$ cat config.mk
export PLATFORM = sky130hd
export DESIGN_NAME = smb_cmd_decode
export DESIGN_NICKNAME = d
export VERILOG_FILES = /design/src/rtl/smb_cmd_pkg.sv /design/src/rtl/smb_cmd_ctrl.sv /design/src/rtl/smb_cmd_dpath.sv /design/src/rtl/smb_cmd_decode.sv
export SDC_FILE = /design/constraint.sdc
export NUM_CORES = 1
export LEC_CHECK = 0
export ABC_AREA = 0
export BUFFER_PORTS_ARGS = -buffer_cell sky130_fd_sc_hd__buf_2
export CAP_MARGIN = 0
export CORE_MARGIN = 10
export CORE_UTILIZATION = 35
export DETAILED_ROUTE_END_ITERATION = 7
export PLACE_DENSITY = 0.62
export SLEW_MARGIN = 10
export SYNTH_ARGS = -nofsm -noshare
export SYNTH_HDL_FRONTEND = slang
export SYNTH_HIERARCHICAL = 1
export SYNTH_SLANG_ARGS = --single-unit
$ cat constraint.sdc
create_clock -name clk -period 2.3 [get_ports clk]
set_clock_uncertainty 0.05 [all_clocks]
set_input_delay 0.345 -clock clk [delete_from_list [all_inputs] [get_ports clk]]
set_output_delay 0.345 -clock clk [all_outputs]
set_load 0.005 [all_outputs]
$ cat src/rtl/smb_cmd_pkg.sv
package smb_cmd_pkg;

  typedef enum logic [2:0] {
    S_IDLE, S_ADDR, S_CMD, S_RAMD, S_EELO, S_EED, S_DROP
  } phase_t;

  typedef struct packed {
    logic loadPtr;
    logic ramWr;
    logic loadEeHi;
    logic loadEeLo;
    logic eeProg;
    logic erase;
  } ctlStrobe_t;

endpackage

$ cat src/rtl/smb_cmd_ctrl.sv
module smb_cmd_ctrl
  import smb_cmd_pkg::*;
#(
  parameter logic [6:0]  DEV_ADDR  = 7'h34,
  parameter logic [7:0]  RAM_TOP   = 8'hDF,
  parameter logic [7:0]  ERASE_CMD = 8'hFE,
  parameter logic [15:0] EE_BASE   = 16'hF800,
  parameter logic [15:0] EE_LAST   = 16'hFBFF,
  parameter int          MAX_DATA  = 2
) (
  input  logic       clk,
  input  logic       rstN,
  input  logic       startSeen,
  input  logic       stopSeen,
  input  logic       rxValid,
  input  logic [7:0] rxData,
  input  logic       eraseBusy,
  input  logic [7:0] ptr,
  input  logic [1:0] dataIdx,
  output ctlStrobe_t ctl,
  output logic       ackValid,
  output logic       ackOk
);

  localparam logic [7:0] EE_HI_LO = EE_BASE[15:8];
  localparam logic [7:0] EE_HI_HI = EE_LAST[15:8];

  phase_t phase, phaseNxt;
  logic   ackNxt;
  logic   eeHiCmd, ramCmd;
  logic [8:0] ramTarget;

  assign ramCmd    = rxData <= RAM_TOP;
  assign eeHiCmd   = (rxData >= EE_HI_LO) && (rxData <= EE_HI_HI);
  assign ramTarget = {1'b0, ptr} + {7'b0, dataIdx};

  always_comb begin
    phaseNxt = phase;
    ackNxt   = 1'b0;
    ctl      = '0;
    if (startSeen) begin
      phaseNxt = S_ADDR;
    end else if (stopSeen) begin
      phaseNxt = S_IDLE;
    end else if (rxValid) begin
      phaseNxt = S_DROP;
      unique case (phase)
        S_ADDR: begin
          if (rxData[7:1] == DEV_ADDR && !eraseBusy) begin
            ackNxt = 1'b1;
            if (!rxData[0]) phaseNxt = S_CMD;
          end
        end
        S_CMD: begin
          if (ramCmd) begin
            ackNxt = 1'b1; ctl.loadPtr = 1'b1; phaseNxt = S_RAMD;
          end else if (rxData == ERASE_CMD) begin
            ackNxt = 1'b1; ctl.erase = 1'b1;
          end else if (eeHiCmd) begin
            ackNxt = 1'b1; ctl.loadEeHi = 1'b1; phaseNxt = S_EELO;
          end
        end
        S_RAMD: begin
          if (int'(dataIdx) < MAX_DATA && ramTarget <= {1'b0, RAM_TOP}) begin
            ackNxt = 1'b1; ctl.ramWr = 1'b1; phaseNxt = S_RAMD;
          end
        end
        S_EELO: begin
          ackNxt = 1'b1; ctl.loadEeLo = 1'b1; phaseNxt = S_EED;
        end
        S_EED: begin
          ackNxt = 1'b1; ctl.eeProg = 1'b1;
        end
        default: phaseNxt = (phase == S_IDLE) ? S_IDLE : S_DROP;
      endcase
    end
  end

  always_ff @(posedge clk) begin
    if (!rstN) begin
      phase    <= S_IDLE;
      ackValid <= 1'b0;
      ackOk    <= 1'b0;
    end else begin
      phase    <= phaseNxt;
      ackValid <= rxValid && !startSeen && !stopSeen;
      ackOk    <= ackNxt;
    end
  end


  ack_follows_byte_chk: assert property (@(posedge clk) disable iff (!rstN)
    (rxValid && !startSeen && !stopSeen) |=> ackValid);


  ack_only_for_byte_chk: assert property (@(posedge clk) disable iff (!rstN)
    !rxValid |=> !ackValid);


  busy_nack_chk: assert property (@(posedge clk) disable iff (!rstN)
    (phase == S_ADDR && rxValid && !startSeen && !stopSeen && eraseBusy)
      |=> (ackValid && !ackOk));


  bad_cmd_chk: assert property (@(posedge clk) disable iff (!rstN)
    (phase == S_CMD && rxValid && !startSeen && !stopSeen &&
     rxData > RAM_TOP && rxData != ERASE_CMD && !eeHiCmd) |=> !ackOk);

endmodule

$ cat src/rtl/smb_cmd_dpath.sv
module smb_cmd_dpath
  import smb_cmd_pkg::*;
#(
  parameter logic [7:0]  RAM_TOP   = 8'hDF,
  parameter logic [15:0] EE_BASE   = 16'hF800,
  parameter int          PAGE_BITS = 5,
  parameter int          OFFS_BITS = 5
) (
  input  logic                 clk,
  input  logic                 rstN,
  input  ctlStrobe_t           ctl,
  input  logic [7:0]           rxData,
  output logic [7:0]           ptr,
  output logic [1:0]           dataIdx,
  output logic                 ramWe,
  output logic [7:0]           ramAddr,
  output logic [7:0]           ramWdata,
  output logic [15:0]          eeAddr,
  output logic                 eeProgReq,
  output logic [7:0]           eeData,
  output logic                 eraseStart,
  output logic [PAGE_BITS-1:0] erasePage
);

  localparam int PAGE_LSB = OFFS_BITS;
  localparam int PAGE_MSB = OFFS_BITS + PAGE_BITS - 1;

  logic [7:0] eeHi;

  always_ff @(posedge clk) begin
    if (!rstN) begin
      ptr        <= '0;
      dataIdx    <= '0;
      eeHi       <= EE_BASE[15:8];
      eeAddr     <= EE_BASE;
      ramWe      <= 1'b0;
      ramAddr    <= '0;
      ramWdata   <= '0;
      eeProgReq  <= 1'b0;
      eeData     <= '0;
      eraseStart <= 1'b0;
      erasePage  <= '0;
    end else begin
      ramWe      <= ctl.ramWr;
      eeProgReq  <= ctl.eeProg;
      eraseStart <= ctl.erase;
      if (ctl.loadPtr) begin
        ptr     <= rxData;
        dataIdx <= '0;
      end
      if (ctl.ramWr) begin
        ramAddr  <= ptr + {6'b0, dataIdx};
        ramWdata <= rxData;
        dataIdx  <= dataIdx + 2'd1;
      end
      if (ctl.loadEeHi) eeHi <= rxData;
      if (ctl.loadEeLo) eeAddr <= {eeHi, rxData};
      if (ctl.eeProg) eeData <= rxData;
      if (ctl.erase) erasePage <= eeAddr[PAGE_MSB:PAGE_LSB];
    end
  end


  ram_range_chk: assert property (@(posedge clk) disable iff (!rstN)
    ramWe |-> (ramAddr <= RAM_TOP));


  single_strobe_chk: assert property (@(posedge clk) disable iff (!rstN)
    $onehot0({ramWe, eeProgReq, eraseStart}));


  ptr_stable_chk: assert property (@(posedge clk) disable iff (!rstN)
    !ctl.loadPtr |=> $stable(ptr));


  ee_addr_stable_chk: assert property (@(posedge clk) disable iff (!rstN)
    !ctl.loadEeLo |=> $stable(eeAddr));

endmodule

$ cat src/rtl/smb_cmd_decode.sv
module smb_cmd_decode
  import smb_cmd_pkg::*;
#(
  parameter logic [6:0]  DEV_ADDR  = 7'h34,
  parameter logic [7:0]  RAM_TOP   = 8'hDF,
  parameter logic [7:0]  ERASE_CMD = 8'hFE,
  parameter logic [15:0] EE_BASE   = 16'hF800,
  parameter logic [15:0] EE_LAST   = 16'hFBFF,
  parameter int          MAX_DATA  = 2,
  parameter int          PAGE_BITS = 5,
  parameter int          OFFS_BITS = 5
) (
  input  logic                 clk,
  input  logic                 rstN,
  input  logic                 startSeen,
  input  logic                 stopSeen,
  input  logic                 rxValid,
  input  logic [7:0]           rxData,
  input  logic                 eraseBusy,
  output logic                 ackValid,
  output logic                 ackOk,
  output logic [7:0]           rdPtr,
  output logic                 ramWe,
  output logic [7:0]           ramAddr,
  output logic [7:0]           ramWdata,
  output logic [15:0]          eeAddr,
  output logic                 eeProgReq,
  output logic [7:0]           eeData,
  output logic                 eraseStart,
  output logic [PAGE_BITS-1:0] erasePage
);

  ctlStrobe_t ctl;
  logic [1:0] dataIdx;

  smb_cmd_ctrl #(
    .DEV_ADDR(DEV_ADDR), .RAM_TOP(RAM_TOP), .ERASE_CMD(ERASE_CMD),
    .EE_BASE(EE_BASE), .EE_LAST(EE_LAST), .MAX_DATA(MAX_DATA)
  ) uCtrl (
    .clk(clk), .rstN(rstN), .startSeen(startSeen), .stopSeen(stopSeen),
    .rxValid(rxValid), .rxData(rxData), .eraseBusy(eraseBusy),
    .ptr(rdPtr), .dataIdx(dataIdx), .ctl(ctl),
    .ackValid(ackValid), .ackOk(ackOk)
  );

  smb_cmd_dpath #(
    .RAM_TOP(RAM_TOP), .EE_BASE(EE_BASE),
    .PAGE_BITS(PAGE_BITS), .OFFS_BITS(OFFS_BITS)
  ) uDpath (
    .clk(clk), .rstN(rstN), .ctl(ctl), .rxData(rxData),
    .ptr(rdPtr), .dataIdx(dataIdx),
    .ramWe(ramWe), .ramAddr(ramAddr), .ramWdata(ramWdata),
    .eeAddr(eeAddr), .eeProgReq(eeProgReq), .eeData(eeData),
    .eraseStart(eraseStart), .erasePage(erasePage)
  );

endmodule

# Word level (Yosys, flattened, before mapping)
# Cells that the tools add are included.
# word_totals
word_cells,79
inputBits,14
regBits,71
# op_classes
add_sub_neg,3
order_cmp,5
muxes,33
eq_ne,7
n_reduce_logical,14
n_bitwise,2
# op_table
op,n
1-bit two-way mux,19
3-bit two-way mux,6
6-bit two-way mux,3
8-bit less-or-equal comparator (second input constant),2
3-bit case mux with 5 select lines,1
8-bit by 2-bit adder with 9-bit output,1
9-bit by 8-bit less-or-equal comparator with 1-bit output (second input constant),1
8-bit by 2-bit adder with 8-bit output,1
8-bit == test (second input constant),1
8-bit greater-or-equal comparator (second input constant),1
7-bit by 6-bit == test with 1-bit output (second input constant),1
3-bit by 2-bit == test with 1-bit output (second input constant),2
3-bit == test (second input constant),2
2-bit two-way mux,3
1-bit logical AND,5
1-bit case mux with 4 select lines,1
4-bit OR reduction,1
3-bit by 1-bit == test with 1-bit output (second input constant),1
1-bit zero test,3
3-bit zero test,1
3-bit nonzero test,1
3-bit OR reduction,1
2-bit by 1-bit adder with 2-bit output (second input constant),1
2-bit < comparator (second input constant),1
other kinds (3),4

# Logic depth before layout (Yosys ltp)
# Gate-level depths: netlist of run 1.
# depth
word_depth,11
depth_mapped,10
mapped_depth_nobuf,9

# Hierarchy
# Netlist of run 1, hierarchy kept.
# by_module_without_submodules
mod,instances,cells_each,area_each_um2,seq_area_each_um2
smb_cmd_dpath,1,236,2436.1,1321.3
smb_cmd_ctrl,1,74,551.8,100.1

# Worst setup path before layout of run 1
# OpenSTA, ideal clock, no wires.
# synth_path
path_type,flip-flop to flip-flop
from,reg uDpath.dataIdx[0]
to,reg uDpath.ramWdata[0]
path_buffers,2
t_arrival_ns,2.156
period_less_slack_ns,2.334
slack_ns,-0.034
stages_incl_launch_ff,11
setup_ns,0.128
path_cell_list,dfxtp_1 > ha_1 > fa_1 > o21a_1 > a211oi_1 > a21oi_1 > nor2_1 > buf_2 > buf_2 > mux2i_1 > nor2_1
# synth_rtl
item,line_no,text
from (decl),smb_cmd_dpath.sv:14,"output logic [1:0] dataIdx,"
from (signal assigned),smb_cmd_dpath.sv:54,dataIdx <= dataIdx + 2'd1;
to (signal assigned),smb_cmd_dpath.sv:53,ramWdata <= rxData;
to (decl),smb_cmd_dpath.sv:17,"output logic [7:0] ramWdata,"

==> results of run 1 <==
[layout make-up]
class,instances,share of cell area (%)
multi-input combinational,212,39.1
timing repair buffer,87,13.1
sequential,71,37.2
tap,105,3.43
inverter,9,0.882
clock inverter,5,2.78
clock buffer,10,3.59
[worst min path at each step]
stage | startpoint | endpoint | slack, ns | cells past startpoint
6_report | rxValid | uCtrl/phase[1] | 0.26 | 2
5_1_grt | rxValid | uCtrl/phase[1] | 0.26 | 2
4_1_cts | rxValid | uCtrl/phase[1] | 0.24 | 2
3_5_place_dp | uDpath/eeAddr[11] | uDpath/eeAddr[11] | 0.41 | 2
3_3_place_gp | uDpath/eeAddr[14] | uDpath/eeAddr[14] | 0.40 | 2
2_1_floorplan | uDpath/eeHi[3] | uDpath/eeHi[3] | 0.39 | 2
[per-layer routing]
layer  global-route usage [%]  share of wire (%)  up-vias
li1                         -                  -     1234
met1                     15.8                 46     1169
met2                     19.3                 44       70
met3                     6.12                8.2        7
met4                     3.38                1.2        0
met5                        0                  0        -
[through the flow]
stage               power [mW]  TNS, ns  setup WS (ns)
floorplan                 1.29        0        0.00870
global placement          1.33        0          0.102
detailed placement        1.33   -0.185        -0.0406
CTS                       2.55        0         0.0362
global route              2.61  -0.0220        -0.0220
finish                    2.52        0         0.0856
[synth_stat cells, types with 4 or more instances]
library cell  instances
clkbuf_1              9
nand2_1              18
a21oi_1              10
buf_2                 7
nor2_1               56
inv_1                 8
nor3b_1               4
nand3_1               6
dfxtp_1              71
mux2i_1              56
o21ai_0               7
ha_1                  5
[sequential cells by signal, indices dropped and copies added, names as in the netlist, 2 cells and up]
signal / cells
uCtrl/phase: 3
uDpath/dataIdx: 2
uDpath/eeAddr: 16
uDpath/eeData: 8
uDpath/eeHi: 8
uDpath/erasePage: 5
uDpath/ptr: 8
uDpath/ramAddr: 8
uDpath/ramWdata: 8
[logic make-up after synthesis]
family | Yosys count | share of synthesized area [%]
AOI/OAI and AO/OA | 40 | 8.96
buffers and inverters | 27 | 3.68
DFF | 71 | 47.6
and+or+nand+nor | 106 | 16.7
adders and majority gates | 7 | 3.43
muxes | 56 | 18.8
xor gates and xnor gates | 3 | 0.880
[where the power goes]
part | switching [mW] | internal, mW
Sequential | 0.00181 | 1.23
Clock | 0.472 | 0.746
Combinational | 0.0532 | 0.0205
[timing repair]
action | 4_1_cts | 5_1_grt
pin swaps | 2 | 2
hold buffers | 0 | 0
hold endpoints to repair | 0 | 0
setup buffers | 1 | 1
resized for setup | 3 | 6
setup endpoints to repair | 16 | 18
==> reports/results.tsv, run 1 <==
metric	value	unit
setup_viol	0	
design_area	3830	µm²
ant_nets	0	
synth_cell_types	48	
area_delta_synth_final	28.2	%
antenna_cells	0	
drc_errors	0	
synth_cells	310	
fill_cells	820	
path_buf_inv	0	
via_per_inst	4.97	
ff2ff_path_depth	9	
dpl.hpwl	5670	µm
final_cell_mix	71 x buf_2, 68 x dfxtp_1, 56 x mux2i_1	
critPathLaunchType	register	
wl	8100	µm
synth_top_area_cell	dfxtp_1	
slew_headroom	65.4	%
worstSetupPathDepth	9	
yosys_most_used_dff	dfxtp_1	
grt_pass1_wl	13200	µm
rows	33	
fin_crit_sh	96.3	%
cp-endpoint	uDpath/ramAddr[6]	
clock.fmax	452	MHz
slew_violations	0	
io_buffer_count	71	
place_inst	482	
grt_use_total	12.7	%
rsz0062_at_grt	true	
seqCellArea	1430	µm²
dieArea	12600	µm²
yosys-top-cells-area	dfxtp_1 48%, mux2i_1 19%, nor2_1 7.0%, nand2_1 2.3%, ha_1 2.1%	
synthesis.nets	331	
fin_util	46.4	%
cts_buffers	9	
syn_avg_cell_area	9.64	µm²
cts_sinks	71	
initial_utilization	36.2	%
crit_required	2.50	ns
multi_input_area	1500	µm²
wl_per_cell	16.2	µm
grt_pass1_vias	2491	
startpoint	uDpath/dataIdx[0]	
endpoint_kind	register	
synthDominantCellAreaShare	47.6	%
synth-warning-count	6	
antenna_found_initial	0	
worstMarginPinSlew	0.519	ns
drtIter0Drc	110	
ios	72	
whs	0.256	ns
fin_nets	411	
synth_area	2990	µm²
num_vias	2480	
r2r_slack	0.09	ns
coreArea	8260	µm²
fin_crit	2.21	ns
crit_chain	ha_4 > fa_2 > o21a_1 > a211oi_2 > a21oi_2 > nor2_4 > nand3b_1 > or3_1 > o211ai_1	
hold_class	input pin to register	
cts_tree	done	
maxCapViolCount	0	
outcome	finished, final reports clean	
final-hold-violation-count	0	
yosysSeqAreaShare	47.6	%
final_cells	499	
htreeDepth	3	
first_pass_iters	4	
die_height	112	µm
cts_buffer_depth	2	
worst_path_largest_cell_delay	0.34	ns
die_w	112	µm
power_density	659	nW/µm²
ys_seq_elements	71	
grt_max_degree	50	
gp_congestion	0.752	
clkSlewWorstSetupHoldPaths	0.08	ns
synthArstFlopShare	0	%
drive_gt1_share	29.4	%
synth_edf_count	0	
crit_fanout	4	
r2r-end	uDpath/ramAddr[6]	
grt_remaining_overflow	0	
p_leak	1.55	nW
clk_latency	0.34	ns
cp.arrival	2.42	ns
path_delay_family	compound AO/OA/AOI/OAI gates	
root_buffer	clkbuf_8	
r2r-start	uDpath/dataIdx[0]	
peakVddDrop	0.000371	V
placed_area	3540	µm²
setup.worst_path.class	register to register	
final_common_cell	buf_2	
cp_slowest_cell	dfxtp_2	
No activity file was read; power rests on OpenSTA's default activity.
==> run 2, diff against run 1 <==
- CORE_MARGIN: 10 -> default
- SETUP_SLACK_MARGIN: default -> 0.3
==> reports/results.tsv, run 2 (synthesis gave the netlist of run 1 again) <==
metric	value	unit
worst_path_largest_cell_delay	0.35	ns
clkSlewWorstSetupHoldPaths	0.08	ns
first_pass_iters	4	
hold_start	rxValid	
rows	33	
ant_nets	0	
dpl.hpwl	4980	µm
grt_max_degree	50	
area_delta_synth_final	29.5	%
critPathLaunchType	register	
whs_endpoint	uCtrl/phase[1]	
fin_ws	0.169	ns
path_delay_family	adder cells	
setup_tns	0	ns
clk_latency	0.34	ns
place_ws	0.0747	ns
final_common_cell	buf_2	
cts_tree	done	
via_per_inst	5.03	
wl	7440	µm
r2r-end	uDpath/ramWdata[2]	
dieArea	8910	µm²
slew_violations	0	
grt_pass1_wl	11400	µm
ios	72	
p_leak	1.56	nW
cp.arrival	2.30	ns
maxCapViolCount	0	
largest_reg_flops	16	
root_buffer	clkbuf_8	
initial_utilization	36.2	%
crit_chain	ha_4 > fa_2 > o21a_1 > a211oi_2 > a21oi_2 > nor2_4 > buf_12 > clkbuf_16 > mux2i_1 > nor2_1	
drive_gt1_share	30.9	%
fin_crit	2.13	ns
die_height	94.4	µm
cts_buffer_depth	2	
slew_headroom	65.5	%
finalPower	2.24	mW
largest_register	uDpath/eeAddr	
grt_pass1_vias	2283	
endpoint_kind	register	
wl_per_cell	14.8	µm
final-hold-violation-count	0	
cts_buffers	9	
path_buf_inv	2	
num_vias	2528	
drtIter0Drc	124	
grt_remaining_overflow	0	
fin_nets	414	
setup.worst_path.class	register to register	
power_density	578	nW/µm²
hold_class	input pin to register	
antenna_cells	0	
outcome	finished, final reports clean	
drc_errors	0	
hold_depth	2	
coreArea	8260	µm²
setup_viol	0	
cp_slowest_cell	dfxtp_4	
htreeDepth	3	
r2r-start	uDpath/ptr[0]	
cts_sinks	71	
worstMarginPinSlew	0.518	ns
final_cell_mix	71 x buf_2, 67 x dfxtp_1, 56 x mux2i_1	
antenna_found_initial	0	
crit_fanout	4	
gp_congestion	0.821	
peakVddDrop	0.000437	V
clock.fmax	469	MHz
die_w	94.4	µm
r2r_slack	0.17	ns
grt_use_total	17.0	%
fin_util	46.8	%
io_buffer_count	71	
crit_required	2.47	ns
ff2ff_path_depth	10	
rsz0062_at_grt	true	
hold_buffers	0	
fin_crit_sh	92.6	%
run 2: changes by cell type in the layout (fill, tap and decap cells not counted), sizes merged:
| cell | before | now |
|---|---|---|
| clkbuf | 10 | 11 |
| bufinv | 3 | 0 |
| clkinv | 1 | 3 |
| buf | 87 | 89 |
| inv | 9 | 11 |
run 2: worst max path at each step:
stage	from	end	cells after the start	slack, ns
floorplan	uDpath/dataIdx[0]	uDpath/ramAddr[6]	10	0.19
global placement	uDpath/dataIdx[0]	uDpath/dataIdx[0]	10	0.15
detailed placement	uDpath/dataIdx[0]	uDpath/ramAddr[3]	9	0.07
CTS	uDpath/ptr[0]	uDpath/ramWdata[0]	10	0.16
global route	uDpath/ptr[0]	uDpath/ramWdata[1]	10	0.05
finish	uDpath/ptr[0]	uDpath/ramWdata[2]	10	0.17
run 2: power by group:
| part | switching (mW) | internal (mW) | total [mW] |
|---|---|---|---|
| clock | 0.499 | 0.434 | 0.933 |
| sequential | 0.00183 | 1.23 | 1.23 |
| combinational | 0.0543 | 0.0206 | 0.0749 |
| total | 0.555 | 1.68 | 2.24 |
run 2: layout make-up:
type | count | area (µm²)
clock buffer | 10 | 138
timing repair buffer | 90 | 577
fill | 816 | 4390
inverter | 9 | 33.8
clock inverter | 6 | 51.3
sequential | 71 | 1430
tap | 105 | 131
multi-input combinational | 212 | 1500
run 2: through the flow:
stage                     area (µm²)  hold WS (ns)  instances
after global routing            3870         0.254        503
final                           3870         0.261        503
after global placement          3510         0.402        475
after CTS                       3810         0.241        498
after floorplan                 3030         0.391        310
after detailed placement        3510         0.405        475
run 2: metal layers:
metal	routed length (µm)	share of wire (%)	track usage, %	up-vias
li1	-	-	-	1248
met4	84	1.1	5.51	0
met2	3400	46	26.7	74
met5	0	0	0	-
met1	3440	46	21.5	1198
met3	515	6.9	6.28	8
run 2: repair_timing:
action | 4_1_cts | 5_1_grt
cloned | 1 | 1
endpoints found under the setup margin | 19 | 32
setup buffers | 6 | 4
gates resized for setup | 7 | 3
pin swaps | 6 | 5
